## config.mk

```make
export PLATFORM = sky130hd
export DESIGN_NAME = dcl_line_ctrl
export DESIGN_NICKNAME = d
export VERILOG_FILES = /design/src/rtl/dcl_pkg.sv /design/src/rtl/dcl_next_decode.sv /design/src/rtl/dcl_state_store.sv /design/src/rtl/dcl_line_ctrl.sv
export SDC_FILE = /design/constraint.sdc
export NUM_CORES = 1
export LEC_CHECK = 0
export CORE_ASPECT_RATIO = 0.9
export CORE_MARGIN = 5
export CORE_UTILIZATION = 54
export CTS_CLUSTER_DIAMETER = 40
export DETAILED_ROUTE_END_ITERATION = 6
export DONT_BUFFER_PORTS = 1
export HOLD_SLACK_MARGIN = 0.12
export PLACE_DENSITY = 0.69
export SYNTH_ARGS = -nofsm -noshare
export SYNTH_HDL_FRONTEND = slang
export SYNTH_SLANG_ARGS = --single-unit
```

## constraint.sdc

```tcl
create_clock -name clk -period 5.9 [get_ports clk]
set_clock_uncertainty 0.15 [all_clocks]
set_input_delay 0.59 -clock clk [delete_from_list [all_inputs] [get_ports clk]]
set_output_delay 0.59 -clock clk [all_outputs]
set_load 0.01 [all_outputs]
```

## src/rtl/dcl_pkg.sv

```systemverilog
// Package: shared encodings for the data cache line state controller.
// Assumes state bit 1 is the valid bit and bit 0 the modified bit.
package dcl_pkg;

    typedef logic [1:0] line_st_t;

    localparam line_st_t ST_INV = 2'b00;
    localparam line_st_t ST_VAL = 2'b10;
    localparam line_st_t ST_MOD = 2'b11;

    typedef enum logic [2:0] {
        OP_READ      = 3'd0,
        OP_WRITE     = 3'd1,
        OP_INVAL     = 3'd2,
        OP_PUSH_INV  = 3'd3,
        OP_PUSH_KEEP = 3'd4
    } acc_op_t;

    typedef struct packed {
        logic fill;
        logic mem_write;
        logic cache_write;
        logic push;
        logic ret;
    } line_act_t;

endpackage

```

## src/rtl/dcl_next_decode.sv

```systemverilog
// Module: dcl_next_decode
// Purely combinational transition table. From the current line state,
// the command, the hit flag and the region mode it gives the next state,
// the action set and an illegal flag. Assumes the caller gates the
// results with its own access strobe.
module dcl_next_decode
    import dcl_pkg::*;
(
    input  line_st_t  cur_state,
    input  logic [2:0] op,
    input  logic      hit,
    input  logic      copyback,
    output line_st_t  nxt_state,
    output line_act_t act,
    output logic      illegal
);

    logic is_valid;
    logic is_mod;

    assign is_valid = cur_state[1];
    assign is_mod   = (cur_state == ST_MOD);

    // Decide next state and strobes for one access.
    always_comb begin
        nxt_state = cur_state;
        act       = '0;
        illegal   = 1'b0;
        case (op)
            OP_READ: begin
                if (hit && !is_valid) begin
                    illegal = 1'b1;
                end else if (hit) begin
                    act.ret = 1'b1;
                end else begin
                    act.push  = is_mod;
                    act.fill  = 1'b1;
                    act.ret   = 1'b1;
                    nxt_state = ST_VAL;
                end
            end
            OP_WRITE: begin
                if (hit && !is_valid) begin
                    illegal = 1'b1;
                end else if (copyback) begin
                    act.cache_write = 1'b1;
                    nxt_state       = ST_MOD;
                    if (!hit) begin
                        act.push = is_mod;
                        act.fill = 1'b1;
                    end
                end else begin
                    act.mem_write = 1'b1;
                    if (hit) begin
                        act.cache_write = 1'b1;
                        nxt_state       = ST_VAL;
                    end
                end
            end
            OP_INVAL: begin
                nxt_state = ST_INV;
            end
            OP_PUSH_INV: begin
                act.push  = is_mod;
                nxt_state = ST_INV;
            end
            OP_PUSH_KEEP: begin
                act.push  = is_mod;
                nxt_state = is_valid ? ST_VAL : ST_INV;
            end
            default: begin
                illegal = 1'b1;
            end
        endcase
    end

endmodule

```

## src/rtl/dcl_state_store.sv

```systemverilog
// Module: dcl_state_store
// Holds one two-bit state register per line, with one read port and one
// write port. Assumes at most one write per cycle. Reset is synchronous
// and active low, and clears every line to invalid.
module dcl_state_store
    import dcl_pkg::*;
#(
    parameter int LINES = 16,
    localparam int IDX_W = (LINES > 1) ? $clog2(LINES) : 1
) (
    input  logic               clk,
    input  logic               rst_n,
    input  logic               wr_en,
    input  logic [IDX_W-1:0]   wr_idx,
    input  line_st_t           wr_state,
    input  logic [IDX_W-1:0]   rd_idx,
    output line_st_t           rd_state,
    output logic [2*LINES-1:0] all_states
);

    line_st_t st_q [LINES];

    for (genvar g = 0; g < LINES; g++) begin : g_line
        // Per-line register: reset to invalid, load on a matching write.
        always_ff @(posedge clk) begin
            if (!rst_n) begin
                st_q[g] <= ST_INV;
            end else if (wr_en && (wr_idx == IDX_W'(g))) begin
                st_q[g] <= wr_state;
            end
        end
        assign all_states[2*g +: 2] = st_q[g];
    end

    // Read port: select the addressed line.
    assign rd_state = st_q[rd_idx];

endmodule

```

## src/rtl/dcl_line_ctrl.sv

```systemverilog
// Module: dcl_line_ctrl (top)
// Data cache line state controller. It looks up the addressed line's
// state, decodes the transition and gates the result with acc_valid.
// The new state is committed at the next rising edge. Assumes acc_line
// is below LINES and that the inputs are stable around the edge.
module dcl_line_ctrl
    import dcl_pkg::*;
#(
    parameter int LINES = 16,
    localparam int IDX_W = (LINES > 1) ? $clog2(LINES) : 1
) (
    input  logic             clk,
    input  logic             rst_n,
    input  logic             acc_valid,
    input  logic [IDX_W-1:0] acc_line,
    input  logic [2:0]       acc_op,
    input  logic             acc_hit,
    input  logic             acc_copyback,
    output logic [1:0]       line_state,
    output logic [1:0]       next_state,
    output logic             act_fill,
    output logic             act_mem_write,
    output logic             act_cache_write,
    output logic             act_push,
    output logic             act_return,
    output logic             err_illegal
);

    line_st_t           cur_st;
    line_st_t           dec_nxt;
    line_act_t          dec_act;
    logic               dec_illegal;
    logic               commit;
    logic [2*LINES-1:0] st_flat;
    line_st_t           st_view [LINES];

    dcl_state_store #(.LINES(LINES)) store_i (
        .clk        (clk),
        .rst_n      (rst_n),
        .wr_en      (commit),
        .wr_idx     (acc_line),
        .wr_state   (dec_nxt),
        .rd_idx     (acc_line),
        .rd_state   (cur_st),
        .all_states (st_flat)
    );

    dcl_next_decode decode_i (
        .cur_state (cur_st),
        .op        (acc_op),
        .hit       (acc_hit),
        .copyback  (acc_copyback),
        .nxt_state (dec_nxt),
        .act       (dec_act),
        .illegal   (dec_illegal)
    );

    // Commit only legal, strobed accesses.
    assign commit = acc_valid && !dec_illegal;

    // Drive outputs: strobes and error are gated by acc_valid.
    always_comb begin
        line_state      = cur_st;
        next_state      = commit ? dec_nxt : cur_st;
        act_fill        = commit && dec_act.fill;
        act_mem_write   = commit && dec_act.mem_write;
        act_cache_write = commit && dec_act.cache_write;
        act_push        = commit && dec_act.push;
        act_return      = commit && dec_act.ret;
        err_illegal     = acc_valid && dec_illegal;
    end

    for (genvar g = 0; g < LINES; g++) begin : g_view
        assign st_view[g] = st_flat[2*g +: 2];
    end

    // A read miss leaves the addressed line valid.
    assert_read_miss_valid_R2: assert property (@(posedge clk) disable iff (!rst_n)
        (acc_valid && acc_op == OP_READ && !acc_hit)
        |=> st_view[$past(acc_line)] == ST_VAL);

    // A write-through miss never allocates and always writes memory.
    assert_wt_miss_no_alloc_R5: assert property (@(posedge clk) disable iff (!rst_n)
        (acc_valid && acc_op == OP_WRITE && !acc_copyback && !acc_hit)
        |-> (!act_fill && act_mem_write && !act_cache_write));

    // A push is only issued for a line that currently holds modified data.
    assert_push_needs_mod_R9: assert property (@(posedge clk) disable iff (!rst_n)
        act_push |-> (line_state == ST_MOD));

    // An illegal access leaves the line unchanged.
    assert_illegal_keeps_state_R11: assert property (@(posedge clk) disable iff (!rst_n)
        err_illegal |=> $stable(st_flat));

    // Idle cycles leave every line unchanged.
    assert_idle_no_change_R12: assert property (@(posedge clk) disable iff (!rst_n)
        !acc_valid |=> $stable(st_flat));

    // A fill is never requested for a hit.
    assert_fill_only_miss_R4: assert property (@(posedge clk) disable iff (!rst_n)
        act_fill |-> !acc_hit);

endmodule

```

# == After elaboration in Yosys (flattened, before gate mapping) ==
# Memories as Yosys holds them, arrays and structs flattened.
# Index checks and enable logic that the tools add are counted.
# word_totals
ff_bits,0
mem_bits_rw,32
input_bits,12
output_inout_bits,10
wordCells,158
memories,1
# classes
eq_ne,20
mux,89
bitwise,16
reduce_logical,32
# memory_table
name,words,word_bits,read_ports,rd_ports_with_merged_regs,wr,line_no,source
store_i.st_q,16,2,1,0,16,dcl_state_store.sv:21,line_st_t st_q [LINES];
# ops
operator,n
1-bit 2-to-1 mux,59
2-bit 2-to-1 mux,25
4-bit equality test (second input constant),8
1-bit logical AND,24
4-bit by 3-bit equality test with 1-bit output (second input constant),4
1-bit bitwise OR,16
4-bit by 2-bit equality test with 1-bit output (second input constant),2
2-bit one-hot mux with 4 select lines,1
3-bit by 2-bit equality test with 1-bit output (second input constant),2
2-bit OR reduction,3
4-bit by 1-bit equality test with 1-bit output (second input constant),1
4-bit zero test,1
4-bit 2-to-1 mux,1
1-bit one-hot mux with 2 select lines,2
3-bit by 1-bit equality test with 1-bit output (second input constant),1
3-bit equality test (second input constant),1
3-bit zero test,1
1-bit one-hot mux with 3 select lines,1
3-bit OR reduction,1
2-bit equality test (second input constant),1
1-bit zero test,2

# == Longest topological paths before layout ==
# An unclocked memory read counts as a cell.
# logic_depth
ltp_word,12
mapped_depth,9
depth_no_buf,6

# == By module ==
# Synthesis repeated with hierarchy kept, for this count alone.
# hier_totals
cells_unflattened,169
hier_area_um2,1878.1
# by_module_without_submodules
module,n_inst,cells_per_inst,area_per_inst_um2,seq_area_each_um2
dcl_state_store,1,128,1569.0,960.9
dcl_next_decode,1,31,209.0,0.0
dcl_line_ctrl,1,10,100.1,0.0

# == Worst setup path after synthesis ==
# Ideal clock, no wire load.
# synth_path
path_type,input-to-output
from,in acc_line[1]
to,out next_state[1]
t_arrival_ns,2.394
t_required_ns,5.160
slack_ns,2.766
path_stages,7
n_path_buf,2
path_cell_list,buf_6 -> buf_12 -> mux2i_1 -> mux4_2 -> o21ai_1 -> o21bai_2 -> o21ai_0
# synth_between
elab_chain_cells,8
word_cells_on_any_way,15
classes_between,mux: 10; reduce/logical: 4; memory: 1
# synth_lines
element,line_no,source
"start, declared",dcl_line_ctrl.sv:15,"input logic [IDX_W-1:0] acc_line,"
memory read 16 x 2 bit *,--,
net line_state[1],dcl_line_ctrl.sv:19,"output logic [1:0] line_state,"
1-bit zero test,"dcl_next_decode.sv:31, dcl_next_decode.sv:43",
1-bit logical AND,"dcl_next_decode.sv:31, dcl_next_decode.sv:43",
1-bit 2-to-1 mux,"dcl_next_decode.sv:31, dcl_next_decode.sv:43",
1-bit one-hot mux with 2 select lines,dcl_next_decode.sv:29,case (op)
1-bit zero test,dcl_line_ctrl.sv:59,assign commit = acc_valid && !dec_illegal;
1-bit logical AND,dcl_line_ctrl.sv:59,
2-bit 2-to-1 mux *,dcl_line_ctrl.sv:64,next_state = commit ? dec_nxt : cur_st;
"end, declared",dcl_line_ctrl.sv:20,"output logic [1:0] next_state,"
# Mark *: on every way through the listed nets, which the timed path passes. The rest lies on a longest branch.

# == Worst setup path in the final report ==
# Same ends and word-level chain as after synthesis.

==> results <==
- The count of port buffers added during placement is 0.
- The number of primary I/O pins is 22.
- The final max-slew violation count is 0.
- Ranked by total cell area, the synthesized netlist is headed by sky130_fd_sc_hd__edfxtp_1, sky130_fd_sc_hd__mux4_1, sky130_fd_sc_hd__and3_1.
- Across all register-to-register paths, the minimum setup slack is 3.25 ns.
- Counting instances in the post-synthesis netlist gives the leading cell types as sky130_fd_sc_hd__edfxtp_1, sky130_fd_sc_hd__o21ai_0, sky130_fd_sc_hd__nor3_1.
- The worst-path maximum fanout is 19.
- The worst hold path terminates at store_i.st_q[8][0]$_SDFFCE_PN0P_.
- The buffer count from post-CTS setup fixing is 0.
- Timing analysis after detailed placement gives a worst setup slack of 2.61 ns.
- Of the cells placed in the final design, the portion with a size suffix greater than 1 is 13.2%.
- In the synthesized netlist the dominant register cell turns out to be sky130_fd_sc_hd__edfxtp_1.
- The setup TNS is 0 ns.
- The proportion of register bits with asynchronous set or reset after synthesis is 0%.
- The number of unique standard cell types used by synthesis is 45.
- Setup repair after global routing left no endpoint under its margin.
- Based on the critical path, the design can be clocked at up to 0.304 GHz.
- The normalized max-slew margin is 33.9%.
- The proportion of netlist area held by the largest area contributor is 46.9%.
- Dividing the detail-routed via count by the number of cells gives 6.60.
- The number of register bits inferred by synthesis is 32.
- After floorplanning, the core was sized to cover 3700 sq um.
- The type of the setup path with the least slack is in2out.
- The largest registers in the layout are store_i.st_q: 32 flops.
- Dividing the synthesized area by the synthesized cell count gives 11.4 sq um.
- Counting I/O delays and the setup requirement, the final critical path takes 3.29 ns.
- In this run the critical register-to-register path is captured at store_i.st_q[2][0]$_SDFFCE_PN0P_.
- Yosys instantiated no cell more often than sky130_fd_sc_hd__edfxtp_1.
- The clock passes through at most 2 buffers.
- After detailed routing, the number of remaining DRC violations is 0.
- The start of the worst register-to-register path is store_i.st_q[0][1]$_SDFFCE_PN0P_.
- The worst register-to-register path has a depth of 6.
- The number of antenna violations at the first check in global routing came to 0.
- The hold-fix buffer count after cts is 0.
- After clock tree synthesis, the repair step resized 0 gates.
- The number of filler cells placed in the layout is 311.
- The number of flip-flops under the largest register name is 32.
- The wire length of the first global-routing pass is 6760 microns.
- The number of nets with antenna violations after routing is 0.
- Detailed placement finished with a half-perimeter wire length of 3150 microns.
- At the pin with the least slew margin, the transition time is 0.991 ns.
- The post-synthesis instance area is 2050 sq um.
- The worst hold path begins at rst_n.
- Clock-pin slew was measured on the worst setup and hold paths at 0.07 ns.
- IR analysis of the VDD net gives a maximum drop of 0.144 mV.
- The initialized floorplan defines 21 standard-cell rows.
- The cell sitting at the root of the clock tree is a sky130_fd_sc_hd__clkbuf_8.
- The total congestion overflow is 0.
- Global routing used 18.2% of the available tracks.
- After synthesis, flip-flops and latches occupy 46.9% of the total area.
- The routed wire length is 4250 microns.
- The arrival time reported for the critical path endpoint is 2.55 ns.
- The H-tree level count is 2.
- The final setup violation count is 0.
- In this run the power density over the cells is 251 nW/um^2.
- The routed layout has 1451 vias.
- The element type at the critical path start is an input pin.
- In this run, synthesis inferred 32 flip-flops with an integrated enable.
- The clock network latency to the later pin of the worst-skew pair is 0.28 ns.
- The die span in x is 74.9 microns.
- Summed over all cells, the static leakage comes to 0.000758 uW.
- The run finished with clean final reports.
- Counting instances, the worst hold path has a depth of 1.
- Counting every instance in the synthesized netlist gives 180.
- The CTS buffer count is 5.
- Yosys printed 0 warnings.
- The worst setup path is captured at a primary output.
- After the last flow step, the layout net total stands at 185.
- store_i.st_q holds more flip-flops than any other register.
- The die covers 5130 sq um.
- The largest net degree at the start of global routing is 24.
- At the end of routability-driven placement, the weighted congestion stood at 0.838.
- The max-cap check violation count is 0.
- TritonCTS built the clock tree.
- Clock tree synthesis found a total of 32 sinks.
- The cell taking the most area after synthesis is sky130_fd_sc_hd__edfxtp_1.
- For this configuration, the core starts out at a cell density of 55.3%.
- The number of global-route vias before repair is 1382.
- The overall die height is 68.4 microns.
- The relative area change from synthesis to final layout is 2.50%.
- The worst path meets setup with 2.61 ns of slack.
- The final clock period utilization by the worst path is 55.7%.
- For the worst setup path, the data required time is 5.16 ns.
- The path class of the lowest-slack min-delay path is in2reg.
- The detailed router finished its first iteration with 136 violations.
- The pre-antenna-repair detailed-routing pass consisted of 4 iterations.
- The number of diodes is 0.
- The final count of hold timing violations is 0.
- Dividing the detail-routed wire length by the instance count gives 19.3 microns.
- The total nets after synthesis is 192.
==> power by group <==
part	internal (uW)	leakage (uW)	switching (uW)
registers	258	0.000332	2.48
clock network	125	0.0000552	76.2
logic	24.3	0.000371	41.2
total	408	0.000758	120
==> worst max-delay path, stage by stage <==
cell	delay (ns)
sky130_fd_sc_hd__mux2i_1	0.12
sky130_fd_sc_hd__mux4_2	0.50
sky130_fd_sc_hd__o21ai_1	0.49
sky130_fd_sc_hd__o21bai_2	0.40
sky130_fd_sc_hd__o21ai_0	0.44
==> kinds of logic (layout without fill, tap and decap cells) <==
family | count (synthesis) | after routing | synth area share, %
flops | 32 | 32 | 46.9
compound gates | 33 | 33 | 10.8
simple gates | 84 | 84 | 24.9
buf+inv | 17 | 11 | 6.11
mux | 14 | 14 | 11.3
==> layout by cell type, fill, tap and decap left out, types with 3 or more instances in the layout <==
cell type,synthesis,layout
sky130_fd_sc_hd__nand2b_1,4,4
sky130_fd_sc_hd__a21oi_1,3,3
sky130_fd_sc_hd__inv_1,3,3
sky130_fd_sc_hd__and3_1,14,14
sky130_fd_sc_hd__nor3_2,4,4
sky130_fd_sc_hd__nor3b_1,5,5
sky130_fd_sc_hd__edfxtp_1,32,32
sky130_fd_sc_hd__o21ai_1,4,4
sky130_fd_sc_hd__nor2b_1,5,5
sky130_fd_sc_hd__clkbuf_8,0,5
sky130_fd_sc_hd__nor3_1,15,15
sky130_fd_sc_hd__nor4_1,3,3
sky130_fd_sc_hd__nand2_1,11,11
sky130_fd_sc_hd__mux2i_1,7,7
sky130_fd_sc_hd__mux4_1,4,4
sky130_fd_sc_hd__o21ai_0,17,17
sky130_fd_sc_hd__nor2_1,7,7
==> layer usage <==
layer | global-route usage (%) | vias to the layer above | part of all wire, %
met4 | 5.78 | 0 | 0.78
li1 | - | 676 | -
met1 | 23.3 | 694 | 41
met3 | 6.02 | 6 | 11
met2 | 29.2 | 75 | 48
met5 | 0 | - | 0
==> how the worst max path moves through the flow <==
stage	depth (start not counted)	to	start
finish	5	next_state[1]	acc_line[1]
CTS	5	next_state[1]	acc_line[1]
global route	5	next_state[1]	store_i.st_q[10][1]$_SDFFCE_PN0P_
global placement	5	next_state[1]	acc_line[1]
floorplan	7	next_state[1]	acc_line[1]
detailed placement	5	next_state[1]	acc_line[1]
==> through the flow <==
step / util (%) / instance area [sq um] / hold WS [ns] / total power [uW] / std cells
after floorplan: - / 2050 / 0.815 / 328 / 180
after global placement: 53.8 / 1990 / 0.682 / 328 / 212
after detailed placement: 53.8 / 1990 / 0.689 / 331 / 212
after CTS: 56.7 / 2100 / 0.401 / 528 / 220
after global routing: 56.7 / 2100 / 0.401 / 548 / 220
final: 56.7 / 2100 / 0.399 / 528 / 220
==> cell type report <==
| class | count | area, sq um | share of cell area (%) |
|---|---|---|---|
| Sequential cell | 32 | 961 | 45.8 |
| Tap cell | 46 | 57.6 | 2.74 |
| Clock inverter | 2 | 35.0 | 1.67 |
| Inverter | 3 | 11.3 | 0.536 |
| Clock buffer | 6 | 72.6 | 3.46 |
| Multi-Input combinational cell | 131 | 962 | 45.8 |
Note: power is estimated with default switching activity, not from simulation.
